<file path="config.mk">
export PLATFORM = sky130hd
export DESIGN_NAME = cfu_flag_unit
export DESIGN_NICKNAME = d
export VERILOG_FILES = /design/src/rtl/cfu_pkg.sv /design/src/rtl/cfu_operand_shaper.sv /design/src/rtl/cfu_parity.sv /design/src/rtl/cfu_arith.sv /design/src/rtl/cfu_flag_unit.sv
export SDC_FILE = /design/constraint.sdc
export NUM_CORES = 1
export LEC_CHECK = 0
export BUFFER_PORTS_ARGS = -buffer_cell sky130_fd_sc_hd__buf_2
export CORE_MARGIN = 1
export CORE_UTILIZATION = 57
export CTS_BUF_LIST = sky130_fd_sc_hd__clkbuf_16
export CTS_CLUSTER_SIZE = 28
export DETAILED_ROUTE_END_ITERATION = 16
export PLACE_DENSITY = 0.83
export SYNTH_ARGS = -nofsm -noshare
export SYNTH_HDL_FRONTEND = slang
export SYNTH_SLANG_ARGS = --single-unit
</file>
<file path="constraint.sdc">
create_clock -name clk -period 4.3 [get_ports clk]
set_clock_uncertainty 0.15 [all_clocks]
set_input_delay 0.215 -clock clk [delete_from_list [all_inputs] [get_ports clk]]
set_output_delay 0.215 -clock clk [all_outputs]
set_load 0.01 [all_outputs]
</file>
<file path="src/rtl/cfu_pkg.sv">
package cfu_pkg;
    localparam int DATA_W = 32;
    localparam int IMM_W  = 8;
    localparam int PAR_W  = 8;
    localparam int NIB_W  = 4;
    localparam int LANES  = 3;
    localparam int BASE_W = 8;

    typedef enum logic {
        OP_TEST = 1'b0,
        OP_CMP  = 1'b1
    } cfu_op_e;

    typedef enum logic [1:0] {
        SZ_8   = 2'd0,
        SZ_16  = 2'd1,
        SZ_32  = 2'd2,
        SZ_32X = 2'd3
    } cfu_size_e;

    typedef struct packed {
        logic af;
        logic cf;
        logic of;
        logic pf;
        logic sf;
        logic zf;
    } cfu_flags_t;
endpackage

</file>
<file path="src/rtl/cfu_operand_shaper.sv">
module cfu_operand_shaper
    import cfu_pkg::*;
#(
    parameter int W   = DATA_W,
    parameter int IW  = IMM_W,
    parameter int NL  = LANES,
    parameter int BW  = BASE_W
) (
    input  logic [1:0]   size_sel,
    input  logic [W-1:0] a_in,
    input  logic [W-1:0] b_in,
    input  logic         imm_narrow,
    output logic [W-1:0] a_m,
    output logic [W-1:0] b_m,
    output logic [W-1:0] width_mask,
    output logic [W-1:0] msb_mask
);
    localparam int LW = (NL > 1) ? $clog2(NL) : 1;

    logic [W-1:0] lane_mask [NL];
    logic [LW-1:0] lane_idx;
    logic [W-1:0] b_sx;

    // one mask per supported width, each lane twice the width of the previous
    for (genvar i = 0; i < NL; i++) begin : g_lane
        localparam int LANE_W = BW << i;
        assign lane_mask[i] = {W{1'b1}} >> (W - LANE_W);
    end

    always_comb begin
        if (int'(size_sel) >= NL) lane_idx = LW'(NL - 1);
        else                      lane_idx = LW'(size_sel);
    end

    assign width_mask = lane_mask[lane_idx];
    assign msb_mask   = width_mask ^ (width_mask >> 1);

    assign b_sx = imm_narrow ? {{(W-IW){b_in[IW-1]}}, b_in[IW-1:0]} : b_in;

    assign a_m = a_in & width_mask;
    assign b_m = b_sx & width_mask;
endmodule

</file>
<file path="src/rtl/cfu_parity.sv">
module cfu_parity #(
    parameter int PW = 8
) (
    input  logic [PW-1:0] bits_in,
    output logic          even_out
);
    localparam int LVL = (PW > 1) ? $clog2(PW) : 1;
    localparam int PAD = 1 << LVL;

    logic [PAD-1:0] stage [LVL+1];

    assign stage[0] = PAD'(bits_in);

    // balanced XOR reduction, one level per halving
    for (genvar l = 0; l < LVL; l++) begin : g_lvl
        localparam int N = PAD >> (l + 1);
        for (genvar k = 0; k < N; k++) begin : g_node
            assign stage[l+1][k] = stage[l][2*k] ^ stage[l][2*k+1];
        end
        if (N < PAD) begin : g_fill
            assign stage[l+1][PAD-1:N] = '0;
        end
    end

    assign even_out = ~stage[LVL][0];
endmodule

</file>
<file path="src/rtl/cfu_arith.sv">
module cfu_arith
    import cfu_pkg::*;
#(
    parameter int W  = DATA_W,
    parameter int NW = NIB_W
) (
    input  logic         is_cmp,
    input  logic [W-1:0] a_m,
    input  logic [W-1:0] b_m,
    input  logic [W-1:0] width_mask,
    input  logic [W-1:0] msb_mask,
    output logic [W-1:0] result,
    output logic         res_msb,
    output logic         borrow,
    output logic         ovf,
    output logic         nib_borrow
);
    logic [W:0]   diff_ext;
    logic [W-1:0] and_v;
    logic         a_msb;
    logic         b_msb;

    assign diff_ext = {1'b0, a_m} - {1'b0, b_m};
    assign and_v    = a_m & b_m;

    always_comb begin
        result  = (is_cmp ? diff_ext[W-1:0] : and_v) & width_mask;
        res_msb = |(result & msb_mask);
        a_msb   = |(a_m & msb_mask);
        b_msb   = |(b_m & msb_mask);
        // masked operands make every narrower borrow ripple to the top bit
        borrow     = is_cmp & diff_ext[W];
        ovf        = is_cmp & (a_msb ^ b_msb) & (res_msb ^ a_msb);
        nib_borrow = is_cmp & (a_m[NW] ^ b_m[NW] ^ diff_ext[NW]);
    end
endmodule

</file>
<file path="src/rtl/cfu_flag_unit.sv">
module cfu_flag_unit
    import cfu_pkg::*;
(
    input  logic        clk,
    input  logic        rst_n,
    input  logic        op_sel,
    input  logic [1:0]  size_sel,
    input  logic [31:0] opnd_a,
    input  logic [31:0] opnd_b,
    input  logic        imm_narrow,
    output logic        flag_sign,
    output logic        flag_zero,
    output logic        flag_parity,
    output logic        flag_carry,
    output logic        flag_overflow,
    output logic        flag_aux
);
    logic [DATA_W-1:0] a_m, b_m, width_mask, msb_mask, result;
    logic res_msb, borrow, ovf, nib_borrow, par_even;
    logic is_cmp;
    cfu_flags_t flags_d, flags_q;

    assign is_cmp = (cfu_op_e'(op_sel) == OP_CMP);

    cfu_operand_shaper u_shape (
        .size_sel   (size_sel),
        .a_in       (opnd_a),
        .b_in       (opnd_b),
        .imm_narrow (imm_narrow),
        .a_m        (a_m),
        .b_m        (b_m),
        .width_mask (width_mask),
        .msb_mask   (msb_mask)
    );

    cfu_arith u_arith (
        .is_cmp     (is_cmp),
        .a_m        (a_m),
        .b_m        (b_m),
        .width_mask (width_mask),
        .msb_mask   (msb_mask),
        .result     (result),
        .res_msb    (res_msb),
        .borrow     (borrow),
        .ovf        (ovf),
        .nib_borrow (nib_borrow)
    );

    cfu_parity #(.PW(PAR_W)) u_par (
        .bits_in  (result[PAR_W-1:0]),
        .even_out (par_even)
    );

    always_comb begin
        flags_d    = '0;
        flags_d.sf = res_msb;
        flags_d.zf = (result == '0);
        flags_d.pf = par_even;
        flags_d.cf = borrow;
        flags_d.of = ovf;
        flags_d.af = nib_borrow;
    end

    always_ff @(posedge clk) begin
        if (!rst_n) flags_q <= '0;
        else        flags_q <= flags_d;
    end

    assign flag_sign     = flags_q.sf;
    assign flag_zero     = flags_q.zf;
    assign flag_parity   = flags_q.pf;
    assign flag_carry    = flags_q.cf;
    assign flag_overflow = flags_q.of;
    assign flag_aux      = flags_q.af;

    AST_TEST_NO_CO: assert property (@(posedge clk) disable iff (!rst_n)
        ($past(rst_n) && !$past(op_sel)) |-> (!flag_carry && !flag_overflow));
    AST_TEST_NO_AF: assert property (@(posedge clk) disable iff (!rst_n)
        ($past(rst_n) && !$past(op_sel)) |-> !flag_aux);
    AST_ZERO_HAS_NO_SIGN: assert property (@(posedge clk) disable iff (!rst_n)
        flag_zero |-> !flag_sign);
    AST_CMP_SELF_EQUAL: assert property (@(posedge clk) disable iff (!rst_n)
        ($past(rst_n) && $past(op_sel) && !$past(imm_narrow) && ($past(opnd_a) == $past(opnd_b)))
        |-> (flag_zero && !flag_carry && !flag_overflow && !flag_aux && flag_parity));
    AST_RESET_CLEAR: assert property (@(posedge clk)
        !$past(rst_n) |-> (flags_q == '0));
endmodule

</file>
Yosys cells after proc, flatten, opt, wreduce, memory -nomap -nowiden
Index checks and enable logic that the tools add are counted.
- add/subtract/negate cells: 1
- magnitude comparators: 2
- bitwise operators: 25
- muxes and demuxes: 6
- reductions and logical operators: 4
- operators with widths (kind ; number):
    $and A32 B32 Y32 ; 7
    $mux W32 ; 4
    $reduce_or A32 Y1 ; 3
    $bmux W32 S2 ; 1
    $sub A32 B32 Y33 ; 1
    $logic_not A32 Y1 ; 1
    $xor A32 B31 Y32 ; 1
    $xor A1 B1 Y1 ; 11
    $and A1 B1 Y1 ; 4
    $ge A3 B3 Y1 const B ; 1
    $not A2 Y3 ; 1
    $ge A2 B2 Y1 const B ; 1
    $mux W2 ; 1
    $not A1 Y1 ; 1
- output and inout port bits: 6
- bits in registers: 6
- bits of input ports: 70

Depth between registers and ports, before layout
Gate-level depths: netlist (run 1).
- depth after elaboration: 14
- depth in mapped cells: 16
- depth with buffers taken out: 16

By module
Synthesis (run 1) repeated with hierarchy kept, for this count alone.
- cells, all modules: 759
- area, all modules: 5432.7 um^2
- modules (own cells, without submodules) (module ; times used ; area each (um^2) ; cells each ; seq. area each (um^2)):
    cfu_arith ; 1 ; 4028.9 ; 566 ; 0.0
    cfu_operand_shaper ; 1 ; 1106.1 ; 163 ; 0.0
    cfu_flag_unit ; 1 ; 236.5 ; 23 ; 120.1
    cfu_parity ; 1 ; 61.3 ; 7 ; 0.0

Worst setup path before layout (run 1)
Ideal clock, no wire load.
- path type: input-to-reg
- start: in size_sel[1]
- end: reg flags_q (netlist bit flag_zero)
- setup slack: 0.746 ns
- path buffers: 3
- arrival time: 3.313 ns
- stages: 15
- cell sequence: or2_2 > clkbuf_1 > clkbuf_1 > and2_1 > ha_1 > clkbuf_1 > o21a_1 > nor2_1 > or4b_2 > o21bai_1 > a31oi_1 > xnor2_1 > nor4_1 > a41oi_1 > a311oi_1
- longest elaborated chain between the ends: 11
- RTL lines (item ; line ; text):
    from (decl) ; cfu_flag_unit.sv:7 ; input logic [1:0] size_sel,
    $ge A2 B2 Y1 ; cfu_operand_shaper.sv:31 ; if (int'(size_sel) >= NL) lane_idx = LW'(NL - 1);
    $mux W2 * ; cfu_operand_shaper.sv:31 ;
    $not A2 Y3 (not written as such) * ; cfu_operand_shaper.sv:35 ; assign width_mask = lane_mask[lane_idx];
    $bmux W32 S2 * ; cfu_operand_shaper.sv:35 ;
    $mux W32 (not written as such) * (2 in series) ; cfu_operand_shaper.sv:35 ;
    $and A32 B32 Y32 (on tied branches) ; cfu_operand_shaper.sv:40, cfu_operand_shaper.sv:41 ;
    $sub A32 B32 Y33 / $and A32 B32 Y32 (equally long branches) ; cfu_arith.sv:23, cfu_arith.sv:24 ;
    $mux W32 ; cfu_arith.sv:27 ; result = (is_cmp ? diff_ext[W-1:0] : and_v) & width_mask;
    $and A32 B32 Y32 * ; cfu_arith.sv:27 ;
    $logic_not A32 Y1 * ; cfu_flag_unit.sv:57 ; flags_d.zf = (result == '0);
    to (signal assigned) ; cfu_flag_unit.sv:66 ; else flags_q <= flags_d;
    to (decl) ; cfu_flag_unit.sv:21 ; cfu_flags_t flags_d, flags_q;
Mark *: on every way between the ends. The rest lies on a longest branch, timed or not. The select of a mux whose other input is x is not followed.
A chain may end at the register's enable or synchronous reset.

Final worst setup path (run 1)
- start: in opnd_b[7]
- end: reg flags_q (netlist bit flag_zero)
- longest elaborated chain between the ends: 6
- RTL lines (item ; line ; text):
    from (decl) ; cfu_flag_unit.sv:9 ; input logic [31:0] opnd_b,
    $mux W32 * ; cfu_operand_shaper.sv:38 ; assign b_sx = imm_narrow ? {{(W-IW){b_in[IW-1]}}, b_in[IW-1:0]} : b_in;
    $and A32 B32 Y32 * ; cfu_operand_shaper.sv:41 ; assign b_m = b_sx & width_mask;
    $sub A32 B32 Y33 / $and A32 B32 Y32 (equally long branches) ; cfu_arith.sv:23, cfu_arith.sv:24 ;
    $mux W32 * ; cfu_arith.sv:27 ;
    $and A32 B32 Y32 * ; cfu_arith.sv:27 ;
    $logic_not A32 Y1 * ; cfu_flag_unit.sv:57 ;
Mark *: on every way between the ends. The rest lies on a longest branch, timed or not.

==> flow_summary.json, run 1 <==
{
  "grt_usage_pct": 30.1,
  "synth_cell_types": 61,
  "top_layer_used": "met4",
  "fillers": 536,
  "ant_nets": 0,
  "synth_warnings": 0,
  "synth_xor_area_share_pct": 5.88,
  "crit_path_top_delay_cell": "and2_1",
  "yosysSeqAreaShare_pct": 3.36,
  "cp_common_cell": "o211ai_1",
  "first_iter_violations": 252,
  "cts_buffer_depth": 2,
  "dpl.hpwl_um": 7840,
  "num_rows": 28,
  "synth-edff-count": 0,
  "postCtsSetupRepairBufs": 0,
  "slew_violations": 0,
  "cts_resized": 0,
  "die_h_um": 81.2,
  "worstPathArrival_ns": 3.98,
  "path_class": "primary input to flop",
  "wl_met1_um": 4440,
  "fp.dieArea_um2": 6590,
  "met2_length_um": 4330,
  "synth-adder-area-share_pct": 24.7,
  "wl_per_cell_um": 15.7,
  "cts_buffers": 3,
  "synth_area_um2": 3570,
  "wl_met3_um": 763,
  "vias": 3800,
  "start_util_pct": 59.6,
  "ctsHoldBuffers": 0,
  "yosys.area_share.simple_pct": 26.5,
  "synth-main-ff-cell": "dfxtp_1",
  "hp-start": "rst_n",
  "required_ns": 4.29,
  "period_needed_ns": 3.99,
  "maxSlewHeadroom_pct": 41.6,
  "die_w_um": 81.2,
  "critical-path-max-stage-delay_ns": 0.70,
  "setup_tns_ns": 0,
  "grt_first_pass_wirelength_um": 15700,
  "synth_compound_area_share_pct": 27.0,
  "seqCellArea_um2": 120,
  "cts_sinks": 6,
  "peakVddDrop_mv": 0.235,
  "worst_pin_slew_ns": 0.876,
  "finalHoldViolCount": 0,
  "io-pin-count": 76,
  "setup_viol": 0,
  "overflow": 0,
  "hold_path_class": "primary input to flop",
  "rsz0062_at_grt": "false",
  "floorplan.core_area_um2": 5990,
  "multi_input_area_um2": 3120,
  "antenna_found_initial": 0,
  "layout_common_cells": "buf_2, ha_1, o21ai_0",
  "crit_fanout": 24,
  "power.leakage_uw": 0.00202,
  "nets": 688,
  "synth.area.mux_share_pct": 3.36,
  "synth_nets": 647,
  "grt_max_degree": 41,
  "status": "finished clean",
  "finalWirelength_um": 9730,
  "cap_violations": 0,
  "clock.fmax_ghz": 0.251,
  "cp-startpoint": "opnd_b[7]",
  "critPathCaptureType": "flop",
  "htree_levels": 1,
  "numPortBuffers": 75,
  "async_reset_ff_share_pct": 0,
  "clk_pin_slew_worst_paths_ns": 0.03,
  "viasPerCell": 6.12,
  "layout_commonest_cell": "buf_2",
  "yosys_register_bits": 6,
  "start_kind": "primary input",
  "synth_top_family_by_area": "compound AO/OA/AOI/OAI gates",
  "p_per_area_nw_per_um2": 200,
  "drc": 0,
  "drive_above_1_share_pct": 17.4,
  "worstPathCellList": "buf_2 > and2_1 > o21ai_0 > ha_1 > o211ai_1 > o211ai_1 > or4b_2 > o21bai_1 > mux2i_1 > o221a_2 > o2111a_1 > a41oi_1 > a311oi_1",
  "grt_pass1_vias": 3407,
  "finalHoldWorstSlack_ns": 0.141,
  "synth_cells": 507,
  "cts-root-buf": "clkbuf_16",
  "finalCritPeriodShare_pct": 92.7,
  "total_power_uw": 788,
  "gp_congestion": 0.948,
  "avgSynthCellArea_um2": 7.05,
  "drt_pre_antenna_iters": 5,
  "cts_tree": "yes",
  "antennaDiodeCount": 0,
  "syn_to_final_growth_pct": 10.3
}
==> final timing paths <==
kind | to | cells after the start
setup / recovery | flag_zero | 13
hold / removal | flag_sign | 2
==> Yosys cell counts, drive strengths merged (2+ instances only) <==
| cell type | count | area [um2] |
|---|---|---|
| nand3 | 11 | 55.1 |
| a21oi | 29 | 156 |
| buf | 6 | 48.8 |
| a31oi | 5 | 31.3 |
| or3 | 3 | 18.8 |
| a41oi | 2 | 17.5 |
| o21ai | 44 | 220 |
| dfxtp | 6 | 120 |
| nand2 | 27 | 101 |
| or4 | 2 | 16.3 |
| a21boi | 2 | 15.0 |
| a211o | 3 | 27.5 |
| inv | 37 | 139 |
| o221ai | 2 | 35.0 |
| a211oi | 10 | 75.1 |
| mux2i | 12 | 120 |
| nand3b | 2 | 15.0 |
| or4b | 2 | 20.0 |
| o22ai | 2 | 12.5 |
| ha | 69 | 863 |
| o2111ai | 3 | 26.3 |
| nor2 | 29 | 109 |
| o21a | 11 | 82.6 |
| nand2b | 4 | 27.5 |
| o211ai | 7 | 52.6 |
| a21o | 13 | 101 |
| and2 | 31 | 194 |
| clkbuf | 35 | 141 |
| nor2b | 28 | 175 |
| or2 | 2 | 12.5 |
| nand4 | 8 | 50.1 |
| nor3 | 9 | 45.0 |
| a311oi | 2 | 17.5 |
| xnor2 | 19 | 166 |
| nor4 | 8 | 50.1 |
| xor2 | 5 | 43.8 |
| and3 | 3 | 18.8 |
==> cell families (layout without fill, tap and decap cells) <==
kind of cell,after synthesis,in the layout
simple gates,173,173
compound gates,144,144
buf+inv,78,117
fa+ha+maj,70,70
xor+xnor,24,24
mux,12,12
flops,6,6
==> state kept, by name, indices dropped and copies added, names as in the netlist <==
name	count
flag_sign	1
flag_zero	1
flag_aux	1
flag_parity	1
flag_carry	1
flag_overflow	1
==> metrics by stage <==
| step | cell area (um2) | instances | setup slack, ns | util [%] |
|---|---|---|---|---|
| floorplan | 3570 | 507 | 0.746 | - |
| global placement | 3870 | 618 | 0.288 | 64.5 |
| detailed placement | 3870 | 618 | 0.177 | 64.5 |
| CTS | 3940 | 621 | 0.428 | 65.8 |
| global route | 3940 | 621 | 0.0599 | 65.8 |
| finish | 3940 | 621 | 0.312 | 65.8 |
==> per-layer routing <==
layer / vias to the layer above / GRT usage, %
met5: - / 0
met4: 0 / 7.50
met3: 20 / 3.60
met2: 181 / 50.2
met1: 1736 / 40.7
li1: 1863 / -
==> worst max-delay path, delay by kind of cell <==
kind,cells,cell delay (ns)
mux,1,0.26
buf+inv,1,0.11
simple gates,2,1.30
compound gates,8,1.64
fa+ha+maj,1,0.44
==> where the power goes <==
part	switching [uW]	internal [uW]
Sequential	1.35	62.8
Clock	35.8	120
Combinational	323	245
Total	360	428
==> area by class of cell <==
| type | instances | share of cell area (%) |
|---|---|---|
| Clock buffer | 3 | 1.90 |
| Inverter | 37 | 3.52 |
| Multi-Input combinational cell | 423 | 79.2 |
| Sequential cell | 6 | 3.05 |
| Tap cell | 75 | 2.38 |
| Timing Repair Buffer | 77 | 9.90 |
No activity file was read; power rests on OpenSTA's default activity.
==> run 2, diff against run 1 <==
--- a/config.mk
+++ b/config.mk
@@ -6,12 +6,14 @@
 export NUM_CORES = 1
 export LEC_CHECK = 0
 export BUFFER_PORTS_ARGS = -buffer_cell sky130_fd_sc_hd__buf_2
-export CORE_MARGIN = 1
-export CORE_UTILIZATION = 57
+export CELL_PAD_IN_SITES_DETAIL_PLACEMENT = 1
+export CELL_PAD_IN_SITES_GLOBAL_PLACEMENT = 2
+export CORE_MARGIN = 2
+export CORE_UTILIZATION = 31
 export CTS_BUF_LIST = sky130_fd_sc_hd__clkbuf_16
 export CTS_CLUSTER_SIZE = 28
 export DETAILED_ROUTE_END_ITERATION = 16
-export PLACE_DENSITY = 0.83
+export PLACE_DENSITY_LB_ADDON = 0.1
 export SYNTH_ARGS = -nofsm -noshare
 export SYNTH_HDL_FRONTEND = slang
 export SYNTH_SLANG_ARGS = --single-unit
==> run 2 against run 1 <==
Against the previous run: clock power down 3%; clock-buffer cell count is the same; combinational power increased by 6.0%; total power grew 3.6%; critical path depth unchanged; sequential power barely moved; worst setup slack improved by 0.21 ns; first-iteration DRC count shrank 45%; cell count increased by 12%; critical path type unchanged; highest routed layer unchanged.
==> flow_summary.json, run 2 (synthesis results as in run 1) <==
{
  "layout_common_cells": "buf_2, ha_1, o21ai_0",
  "critPathCaptureType": "flop",
  "hp-start": "rst_n",
  "cts_buffer_depth": 2,
  "start_util_pct": 31.6,
  "die_w_um": 111,
  "antenna_found_initial": 0,
  "p_switching_uw": 378,
  "status": "finished clean",
  "drc": 0,
  "finalHoldViolCount": 0,
  "viasPerCell": 5.36,
  "ant_nets": 0,
  "nets": 695,
  "p_per_area_nw_per_um2": 200,
  "finalWirelength_um": 12100,
  "slew_violations": 0,
  "cts-root-buf": "clkbuf_16",
  "clock.fmax_ghz": 0.265,
  "finalCritPeriodShare_pct": 87.8,
  "comb_power_share_pct": 73.7,
  "worst_pin_slew_ns": 0.487,
  "fin_ws_ns": 0.525,
  "dp.cells": 693,
  "wl_per_cell_um": 17.3,
  "postCtsSetupRepairBufs": 0,
  "power.leakage_uw": 0.00205,
  "p_clk_share_pct": 18.4,
  "vias": 3728,
  "overflow": 0,
  "fp.dieArea_um2": 12400,
  "start_kind": "primary input",
  "dpl.hpwl_um": 10300,
  "first_iter_violations": 139,
  "crit_path_top_delay_cell": "or4b_2",
  "antennaDiodeCount": 0,
  "syn_to_final_growth_pct": 14.2,
  "cp_common_cell": "o211ai_1",
  "grt_pass1_vias": 3852,
  "grt_max_degree": 41,
  "cts_tree": "yes",
  "crit_buf_inv": 1,
  "required_ns": 4.28,
  "worstPathCellList": "buf_2 > or2_2 > and2_1 > ha_1 > o211ai_1 > o211ai_1 > or4b_2 > o21bai_1 > a31oi_1 > xnor2_1 > nor4_1 > a41oi_1 > a311oi_1",
  "p_int_uw": 438,
  "peakVddDrop_mv": 0.196,
  "critical-path-max-stage-delay_ns": 0.59,
  "cp-startpoint": "size_sel[0]",
  "gp_congestion": 0.962,
  "cap_violations": 0,
  "io-pin-count": 76,
  "die_h_um": 111,
  "htree_levels": 1,
  "rsz0062_at_grt": "false",
  "layout_commonest_cell": "buf_2",
  "num_rows": 39,
  "period_needed_ns": 3.77,
  "grt_first_pass_wirelength_um": 20100,
  "grt_usage_pct": 19.4,
  "pre_cts_ws_ns": 0.314,
  "setup_viol": 0,
  "total_power_uw": 816,
  "cts_buffers": 3,
  "path_class": "primary input to flop",
  "seqPwrFrac_pct": 7.8,
  "critPathTopFamily": "simple AND/OR/NAND/NOR gates",
  "maxSlewHeadroom_pct": 67.2,
  "drt_pre_antenna_iters": 4,
  "drive_above_1_share_pct": 18.4,
  "cts_sinks": 6,
  "finalNonFillerCells": 696,
  "numPortBuffers": 75,
  "sw_frac_of_total_pct": 46.4,
  "hold_path_class": "primary input to flop",
  "floorplan.core_area_um2": 11300,
  "worstPathArrival_ns": 3.76,
  "cts_resized": 0,
  "fillers": 1491,
  "crit_fanout": 18,
  "setup_tns_ns": 0,
  "clk_pin_slew_worst_paths_ns": 0.04,
  "ctsHoldBuffers": 0,
  "utilization_pct": 36.0
}
-- run 2: cell count changes in the layout (fill, tap and decap cells not counted), sizes merged --
| cell | delta |
|---|---|
| buf | +7 |
-- run 2: final timing paths --
| check | depth (start not counted) | end | slack (ns) |
|---|---|---|---|
| worst max-delay path | 13 | flag_zero | 0.53 |
| worst min-delay path | 2 | flag_sign | 0.15 |
-- run 2: per-stage QoR --
step	hold WS (ns)	cell area, um2
after floorplan	0.187	3570
after global placement	0.374	4000
after detailed placement	0.382	4000
after CTS	0.153	4080
after global routing	0.178	4080
final	0.147	4080
-- run 2: power by group through the flow --
stage	registers [uW]	logic (uW)	clock network (uW)
global route	65.1	672	155
floorplan	68.8	430	0
global placement	64.5	595	0
detailed placement	64.9	599	0
CTS	64.1	603	154
finish	64.0	602	151
-- run 2: routing by layer --
layer / up-vias / global-route usage (%) / routed length (um)
met4: 0 / 1.98 / 67
met1: 1776 / 29.3 / 6270
li1: 1878 / - / -
met5: - / 0 / 0
met2: 66 / 31.3 / 5320
met3: 8 / 1.52 / 412
-- run 2: final cells by class --
type	instances	area, um2	area share, %
Multi-Input combinational cell	423	3120	76.6
Inverter	37	139	3.40
Timing Repair Buffer	84	443	10.9
Tap cell	143	179	4.39
Sequential cell	6	120	2.94
Clock buffer	3	75.1	1.84
